File: config.mk
export PLATFORM = sky130hd
export DESIGN_NAME = apb_ingress_remap
export DESIGN_NICKNAME = d
export VERILOG_FILES = /design/src/rtl/apbr_pkg.sv /design/src/rtl/apbr_cfg_regs.sv /design/src/rtl/apbr_win_decode.sv /design/src/rtl/apbr_xfer_ctl.sv /design/src/rtl/apb_ingress_remap.sv
export SDC_FILE = /design/constraint.sdc
export NUM_CORES = 2
export LEC_CHECK = 0
export ABC_CLOCK_PERIOD_IN_PS = 6600
export BUFFER_PORTS_ARGS = -buffer_cell sky130_fd_sc_hd__buf_2
export CAP_MARGIN = 30
export CORE_MARGIN = 2
export CORE_UTILIZATION = 35
export CTS_BUF_LIST = sky130_fd_sc_hd__clkbuf_16
export CTS_CLUSTER_DIAMETER = 80
export CTS_CLUSTER_SIZE = 24
export DETAILED_ROUTE_END_ITERATION = 8
export HOLD_SLACK_MARGIN = 0.08
export PLACE_DENSITY = 0.49
export SLEW_MARGIN = 20
export SYNTH_ARGS = -nofsm -noshare
export SYNTH_HDL_FRONTEND = slang
export SYNTH_SLANG_ARGS = --single-unit
File: constraint.sdc
create_clock -name clk -period 6.6 [get_ports clk]
set_clock_uncertainty 0.1 [all_clocks]
set_input_delay 0.99 -clock clk [delete_from_list [all_inputs] [get_ports clk]]
set_output_delay 0.99 -clock clk [all_outputs]
set_load 0.02 [all_outputs]
File: src/rtl/apbr_pkg.sv
package apbr_pkg;
  typedef enum logic [1:0] {
    XS_IDLE,
    XS_SETUP,
    XS_ACCESS,
    XS_RESP
  } xfer_state_e;

  // Control port byte offsets
  localparam int unsigned OFS_GATE   = 32'h28;
  localparam int unsigned OFS_DRAIN  = 32'h2C;
  localparam int unsigned OFS_WIN0   = 32'h30;
  localparam int unsigned WIN_STRIDE = 12;
  localparam int unsigned OFS_TMO    = 32'h8C;
endpackage

File: src/rtl/apbr_cfg_regs.sv
module apbr_cfg_regs
  import apbr_pkg::*;
#(
  parameter int W         = 32,
  parameter int NUM_WIN   = 2,
  parameter int BID_W     = 9,
  parameter int TMO_W     = 32,
  parameter int CFG_AW    = 8,
  parameter int TMO_RESET = 32'h2000
) (
  input  logic                          clk,
  input  logic                          rst,
  input  logic                          c_psel,
  input  logic                          c_penable,
  input  logic                          c_pwrite,
  input  logic [CFG_AW-1:0]             c_paddr,
  input  logic [W-1:0]                  c_pwdata,
  output logic [W-1:0]                  c_prdata,
  output logic                          c_pready,
  input  logic                          drained,
  output logic                          gate_req,
  output logic [NUM_WIN-1:0][W-1:0]     win_base,
  output logic [NUM_WIN-1:0][W-1:0]     win_size,
  output logic [NUM_WIN-1:0][W-1:0]     win_remap,
  output logic                          ovr_en,
  output logic [BID_W-1:0]              ovr_id,
  output logic [TMO_W-1:0]              tmo_limit
);
  localparam int unsigned OFS_OVR = OFS_WIN0 + WIN_STRIDE * NUM_WIN;
  localparam logic [CFG_AW-1:0] A_GATE  = CFG_AW'(OFS_GATE);
  localparam logic [CFG_AW-1:0] A_DRAIN = CFG_AW'(OFS_DRAIN);
  localparam logic [CFG_AW-1:0] A_OVR   = CFG_AW'(OFS_OVR);
  localparam logic [CFG_AW-1:0] A_TMO   = CFG_AW'(OFS_TMO);

  logic [W-1:0] gate_w;
  logic [W-1:0] ovr_w;
  logic         wr_en;
  logic [W-1:0] rd_val;

  assign wr_en    = c_psel && c_penable && c_pwrite;
  assign c_pready = 1'b1;
  assign gate_req = gate_w[0];
  assign ovr_en   = ovr_w[0];
  assign ovr_id   = ovr_w[BID_W:1];

  always_ff @(posedge clk) begin
    if (rst) begin
      gate_w    <= '0;
      ovr_w     <= '0;
      tmo_limit <= TMO_W'(TMO_RESET);
      win_base  <= '0;
      win_size  <= '0;
      win_remap <= '0;
    end else if (wr_en) begin
      if (c_paddr == A_GATE) gate_w <= c_pwdata;
      if (c_paddr == A_OVR)  ovr_w  <= c_pwdata;
      if (c_paddr == A_TMO)  tmo_limit <= c_pwdata[TMO_W-1:0];
      for (int i = 0; i < NUM_WIN; i++) begin
        if (c_paddr == CFG_AW'(OFS_WIN0 + WIN_STRIDE * i))     win_base[i]  <= c_pwdata;
        if (c_paddr == CFG_AW'(OFS_WIN0 + WIN_STRIDE * i + 4)) win_size[i]  <= c_pwdata;
        if (c_paddr == CFG_AW'(OFS_WIN0 + WIN_STRIDE * i + 8)) win_remap[i] <= c_pwdata;
      end
    end
  end

  always_comb begin
    rd_val = '0;
    if (c_paddr == A_GATE)  rd_val = gate_w;
    if (c_paddr == A_DRAIN) rd_val = W'(drained);
    if (c_paddr == A_OVR)   rd_val = ovr_w;
    if (c_paddr == A_TMO)   rd_val = W'(tmo_limit);
    for (int i = 0; i < NUM_WIN; i++) begin
      if (c_paddr == CFG_AW'(OFS_WIN0 + WIN_STRIDE * i))     rd_val = win_base[i];
      if (c_paddr == CFG_AW'(OFS_WIN0 + WIN_STRIDE * i + 4)) rd_val = win_size[i];
      if (c_paddr == CFG_AW'(OFS_WIN0 + WIN_STRIDE * i + 8)) rd_val = win_remap[i];
    end
  end

  // Read data is captured in the setup phase, valid in the access phase
  always_ff @(posedge clk) begin
    if (rst)                        c_prdata <= '0;
    else if (c_psel && !c_penable)  c_prdata <= rd_val;
  end
endmodule

File: src/rtl/apbr_win_decode.sv
module apbr_win_decode #(
  parameter int W       = 32,
  parameter int NUM_WIN = 2
) (
  input  logic [W-1:0]              addr,
  input  logic [NUM_WIN-1:0][W-1:0] win_base,
  input  logic [NUM_WIN-1:0][W-1:0] win_size,
  input  logic [NUM_WIN-1:0][W-1:0] win_remap,
  output logic                      hit,
  output logic [W-1:0]              out_addr
);
  logic [NUM_WIN-1:0]        hit_v;
  logic [NUM_WIN-1:0][W-1:0] xl_v;

  for (genvar g = 0; g < NUM_WIN; g++) begin : g_win
    logic [W:0] lo_ext;
    logic [W:0] hi_ext;
    logic [W:0] a_ext;
    assign a_ext    = {1'b0, addr};
    assign lo_ext   = {1'b0, win_base[g]};
    assign hi_ext   = lo_ext + {1'b0, win_size[g]};
    assign hit_v[g] = (win_size[g] != '0) && (a_ext >= lo_ext) && (a_ext < hi_ext);
    assign xl_v[g]  = (addr - win_base[g]) + win_remap[g];
  end

  // Lowest-numbered matching window wins
  always_comb begin
    hit      = 1'b0;
    out_addr = '0;
    for (int i = NUM_WIN - 1; i >= 0; i--) begin
      if (hit_v[i]) begin
        hit      = 1'b1;
        out_addr = xl_v[i];
      end
    end
  end
endmodule

File: src/rtl/apbr_xfer_ctl.sv
module apbr_xfer_ctl
  import apbr_pkg::*;
#(
  parameter int W     = 32,
  parameter int BID_W = 9,
  parameter int TMO_W = 32
) (
  input  logic             clk,
  input  logic             rst,
  input  logic             s_psel,
  input  logic             s_pwrite,
  input  logic [W-1:0]     s_pwdata,
  output logic [W-1:0]     s_prdata,
  output logic             s_pready,
  output logic             s_pslverr,
  input  logic             dec_hit,
  input  logic [W-1:0]     dec_addr,
  input  logic [BID_W-1:0] bid_sel,
  input  logic             gate_req,
  input  logic [TMO_W-1:0] tmo_limit,
  output logic             idle,
  output logic             m_psel,
  output logic             m_penable,
  output logic             m_pwrite,
  output logic [W-1:0]     m_paddr,
  output logic [W-1:0]     m_pwdata,
  output logic [BID_W-1:0] m_blkid,
  input  logic [W-1:0]     m_prdata,
  input  logic             m_pready,
  input  logic             m_pslverr
);
  xfer_state_e      state;
  logic [TMO_W-1:0] wait_cnt;
  logic             tmo_hit;

  assign idle    = (state == XS_IDLE);
  assign tmo_hit = (tmo_limit != '0) && (wait_cnt == tmo_limit - TMO_W'(1));

  always_ff @(posedge clk) begin
    if (rst) begin
      state     <= XS_IDLE;
      wait_cnt  <= '0;
      s_prdata  <= '0;
      s_pready  <= 1'b0;
      s_pslverr <= 1'b0;
      m_psel    <= 1'b0;
      m_penable <= 1'b0;
      m_pwrite  <= 1'b0;
      m_paddr   <= '0;
      m_pwdata  <= '0;
      m_blkid   <= '0;
    end else begin
      s_pready <= 1'b0;
      unique case (state)
        XS_IDLE: begin
          if (s_psel && !gate_req) begin
            if (dec_hit) begin
              m_psel   <= 1'b1;
              m_paddr  <= dec_addr;
              m_pwrite <= s_pwrite;
              m_pwdata <= s_pwdata;
              m_blkid  <= bid_sel;
              state    <= XS_SETUP;
            end else begin
              s_pready  <= 1'b1;
              s_pslverr <= 1'b1;
              s_prdata  <= '0;
              state     <= XS_RESP;
            end
          end
        end
        XS_SETUP: begin
          m_penable <= 1'b1;
          wait_cnt  <= '0;
          state     <= XS_ACCESS;
        end
        XS_ACCESS: begin
          if (m_pready) begin
            m_psel    <= 1'b0;
            m_penable <= 1'b0;
            s_pready  <= 1'b1;
            s_pslverr <= m_pslverr;
            s_prdata  <= m_pslverr ? '0 : m_prdata;
            state     <= XS_RESP;
          end else if (tmo_hit) begin
            m_psel    <= 1'b0;
            m_penable <= 1'b0;
            s_pready  <= 1'b1;
            s_pslverr <= 1'b1;
            s_prdata  <= '0;
            state     <= XS_RESP;
          end else begin
            wait_cnt <= wait_cnt + TMO_W'(1);
          end
        end
        XS_RESP: begin
          state <= XS_IDLE;
        end
        default: state <= XS_IDLE;
      endcase
    end
  end
endmodule

File: src/rtl/apb_ingress_remap.sv
module apb_ingress_remap #(
  parameter int W         = 32,
  parameter int NUM_WIN   = 2,
  parameter int BID_W     = 9,
  parameter int TMO_W     = 32,
  parameter int CFG_AW    = 8,
  parameter int TMO_RESET = 32'h2000
) (
  input  logic              clk,
  input  logic              rst,
  input  logic              s_psel,
  input  logic              s_penable,
  input  logic              s_pwrite,
  input  logic [W-1:0]      s_paddr,
  input  logic [W-1:0]      s_pwdata,
  input  logic [BID_W-1:0]  s_blkid,
  output logic [W-1:0]      s_prdata,
  output logic              s_pready,
  output logic              s_pslverr,
  output logic              m_psel,
  output logic              m_penable,
  output logic              m_pwrite,
  output logic [W-1:0]      m_paddr,
  output logic [W-1:0]      m_pwdata,
  output logic [BID_W-1:0]  m_blkid,
  input  logic [W-1:0]      m_prdata,
  input  logic              m_pready,
  input  logic              m_pslverr,
  input  logic              c_psel,
  input  logic              c_penable,
  input  logic              c_pwrite,
  input  logic [CFG_AW-1:0] c_paddr,
  input  logic [W-1:0]      c_pwdata,
  output logic [W-1:0]      c_prdata,
  output logic              c_pready
);
  logic                      gate_req;
  logic                      drained;
  logic                      xfer_idle;
  logic [NUM_WIN-1:0][W-1:0] win_base;
  logic [NUM_WIN-1:0][W-1:0] win_size;
  logic [NUM_WIN-1:0][W-1:0] win_remap;
  logic                      ovr_en;
  logic [BID_W-1:0]          ovr_id;
  logic [TMO_W-1:0]          tmo_limit;
  logic                      dec_hit;
  logic [W-1:0]              dec_addr;
  logic [BID_W-1:0]          bid_sel;
  logic                      s_penable_unused;

  // Phase tracking is done by the transfer FSM; enable is not needed to accept
  assign s_penable_unused = s_penable;
  assign drained = gate_req && xfer_idle;
  assign bid_sel = ovr_en ? ovr_id : s_blkid;

  apbr_cfg_regs #(
    .W(W), .NUM_WIN(NUM_WIN), .BID_W(BID_W), .TMO_W(TMO_W),
    .CFG_AW(CFG_AW), .TMO_RESET(TMO_RESET)
  ) u_regs (
    .clk(clk), .rst(rst),
    .c_psel(c_psel), .c_penable(c_penable), .c_pwrite(c_pwrite),
    .c_paddr(c_paddr), .c_pwdata(c_pwdata), .c_prdata(c_prdata), .c_pready(c_pready),
    .drained(drained), .gate_req(gate_req),
    .win_base(win_base), .win_size(win_size), .win_remap(win_remap),
    .ovr_en(ovr_en), .ovr_id(ovr_id), .tmo_limit(tmo_limit)
  );

  apbr_win_decode #(.W(W), .NUM_WIN(NUM_WIN)) u_dec (
    .addr(s_paddr), .win_base(win_base), .win_size(win_size), .win_remap(win_remap),
    .hit(dec_hit), .out_addr(dec_addr)
  );

  apbr_xfer_ctl #(.W(W), .BID_W(BID_W), .TMO_W(TMO_W)) u_xfer (
    .clk(clk), .rst(rst),
    .s_psel(s_psel), .s_pwrite(s_pwrite), .s_pwdata(s_pwdata),
    .s_prdata(s_prdata), .s_pready(s_pready), .s_pslverr(s_pslverr),
    .dec_hit(dec_hit), .dec_addr(dec_addr), .bid_sel(bid_sel),
    .gate_req(gate_req), .tmo_limit(tmo_limit), .idle(xfer_idle),
    .m_psel(m_psel), .m_penable(m_penable), .m_pwrite(m_pwrite),
    .m_paddr(m_paddr), .m_pwdata(m_pwdata), .m_blkid(m_blkid),
    .m_prdata(m_prdata), .m_pready(m_pready), .m_pslverr(m_pslverr)
  );
endmodule

==> impl_metrics.csv <==
group,metric,value,unit
sta,period_needed,6.19,ns
worst_setup_path,crit_fanout,9,
floorplan,die_x,306,um
floorplan,initial_core_util,0.353,
worst_setup_path,end_kind,"register",
worst_setup_path,cpMostUsedCell,"buf_4",
clocking,tritoncts,"done",
yosys,ys_seq_elements,464,
clocking,cts.sinks,464,
layout,fillers,9395,
pwr,cellPowerDensity,184,nW/um2
sta,fmax,161,MHz
layout,drive_above_1_share,0.113,
sta,setup_violations,0,
sta,finalMaxSlewViolations,0,
route,ant_nets,0,
global_route,grt_usage,0.242,
route,drt_iter0_markers,2319,
worst_setup_path,crit_path_top_delay_cell,"a2111oi_0",
route,dr.pass1.iters,6,
yosys,async_reset_ff_frac,0,
global_route,grt_max_degree,143,
route,num_vias,30100,
route,viasPerCell,5.43,
worst_setup_path,setup.worst_path.class,"reg2reg",
yosys,synth_edf_count,0,
clocking,clock_tree.root_cell,"clkbuf_16",
sta,maxSlewHeadroom,0.390,
global_route,grt-ovfl-total,0,
sta,setup-tns-final,0,ns
yosys,syn_area,31800,um2
floorplan,core,90100,um2
route,wire_per_inst,21.0,um
clocking,clock_latency,0.60,ns
status,outcome,"completed",
global_route,grt_first_pass_wirelength,177,mm
worst_setup_path,cp.required,7.00,ns
layout,multi_input_area,20500,um2
sta,final-hold-violation-count,0,
sta,post-route-period-util,0.939,
worst_setup_path,critical-path-top-delay-family,"compound AO/OA/AOI/OAI gates",
layout,mostFrequentLayoutCell,"nand2_1",
worst_setup_path,worst-path-buf-inv,3,
layout,area_growth,13.1,%
yosys,syn_nets,4651,
layout,fin_nets,4807,
placement,place.gp.congestion,0.874,
worst_setup_path,cp_cell_sequence,"ha_1 > o21a_1 > a2111oi_0 > buf_4 > o31ai_1 > a211oi_1 > buf_4 > o21ai_0 > a21boi_1 > o21ai_0 > xnor2_1 > ha_1 > nand4_1 > nor4_1 > a21bo_2 > a2111o_1 > o22ai_1 > a21o_1 > buf_4 > nand2_1 > o32a_1 > a21oi_1",
global_route,grt_pass1_vias,28600,
worst_hold_path,hp-class,"reg2reg",
floorplan,rows,110,
worst_setup_path,slowest_delay,0.49,ns
placement,portBuffers,295,
yosys,synth_cell_types,90,
route,drc,0,
worst_setup_path,startpoint_type,"register",
global_route,antenna_found_initial,20,
clocking,cts_buffers,36,
floorplan,io_pins,298,
placement,detailed_place_hpwl,90.0,mm
sta,timing.hold.ws,0.358,ns
clocking,clock_path_buffers,3,
floorplan,die_h,306,um
worst_setup_path,worstPathArrival,6.60,ns
clocking,clkTransAtPathRegs,0.09,ns
yosys,synth.avg_cell_area,7.63,um2
yosys,yosysSeqAreaShare,0.292,
floorplan,dieArea,93400,um2
yosys,synth_ff_type,"dfxtp_1",
layout,post-route-util,0.400,
layout,mostFrequentLayoutCells,"nand2_1 (760), a21oi_1 (572), dfxtp_1 (464), inv_1 (319), buf_2 (294)",
yosys,syn_inst,4173,
clocking,htreeDepth,2,
pwr,p_leak,14.3,nW
yosys,yosysWarnings,0,
clocking,cts_hold_buffers,0,
pwr,ir_drop,0.150,mV
sta,rsz0062_at_grt,"no",
flow_run,drv_cap,0,
layout,area.sequential,9290,um2
layout,reg_top3,"u_regs.win_base x64, u_regs.win_remap x64, u_regs.win_size x64",
sta,tightest_slew,0.915,ns
route,drt-total-wl,117,mm
## repair_timing
item	CTS	global route
setup endpoints to repair	0	86
setup buffers	0	0
resized for setup	0	6
## metrics by stage
stage | worst slack [ns] | power (mW) | instance area [um2] | instances
2_1_floorplan | 1.09 | 3.69 | 31800 | 4173
3_3_place_gp | 0.244 | 4.10 | 34600 | 5466
3_5_place_dp | 0.203 | 4.10 | 34600 | 5467
4_1_cts | 0.177 | 6.71 | 36000 | 5531
5_1_grt | 0.0585 | 6.94 | 36000 | 5536
6_report | 0.405 | 6.64 | 36000 | 5539
## layer usage
metal	routed length [um]	vias up	global-route usage
met2	51800	760	0.385
met5	98	-	0
met4	2270	14	0.0527
met1	56000	14300	0.346
met3	6400	132	0.0354
li1	-	14900	-
## final timing paths
path                                    startpoint  cells past startpoint  slack [ns]            endpoint
worst max-delay path            u_regs.win_size[2]                     22        0.41  u_xfer.m_paddr[21]
worst min-delay path              u_regs.ovr_w[21]                      2        0.36    u_regs.ovr_w[21]
worst max register to register  u_regs.win_size[2]                     22        0.41  u_xfer.m_paddr[21]
worst min register to register    u_regs.ovr_w[21]                      2        0.36    u_regs.ovr_w[21]
## worst register-to-register path: cells and delay by family, from the launching register on
kind	cells	cell delay, ns
buffers and inverters	3	0.55
flip-flops	1	0.35
XOR/XNOR	1	0.17
AND/OR/NAND/NOR	3	0.81
adder cells (fa/ha/maj)	2	0.67
AO/OA/AOI/OAI	13	3.47
## synthesized netlist by cell type, types with 50 or more instances
cell	count	share of area
a21o_1	67	0.016
a21oi_1	574	0.090
a31oi_1	62	0.012
clkbuf_1	238	0.028
dfxtp_1	464	0.29
fa_1	64	0.040
ha_1	259	0.10
inv_1	319	0.038
mux2i_1	111	0.035
nand2_1	760	0.090
nor2_1	194	0.023
nor3_1	50	0.0079
o21ai_0	229	0.036
xnor2_1	87	0.024
xor2_1	59	0.016
## cell families after synthesis
logic type      count (synthesis)  share of synthesized area
flops                         464                      0.292
mux                           112                     0.0352
xor+xnor                      146                     0.0402
fa+ha+maj                     323                      0.142
simple gates                 1321                      0.190
buf+inv                       577                     0.0695
other cells                     1                   0.000118
compound gates               1229                      0.231
## area by class of cell
cell class | instances | area share
Tap cell | 1176 | 0.0409
Multi-Input combinational cell | 3132 | 0.569
Inverter | 319 | 0.0332
Clock inverter | 27 | 0.0123
Clock buffer | 37 | 0.0257
Timing Repair Buffer | 376 | 0.0600
Antenna cell | 8 | 0.000556
Sequential cell | 464 | 0.258
## report_power, final
part           internal [mW]  total [mW]  switching (mW)
Sequential              2.83        2.86          0.0274
Combinational          0.392        1.18           0.792
Clock                   1.28        2.59            1.32
No activity file was read; power rests on OpenSTA's default activity.
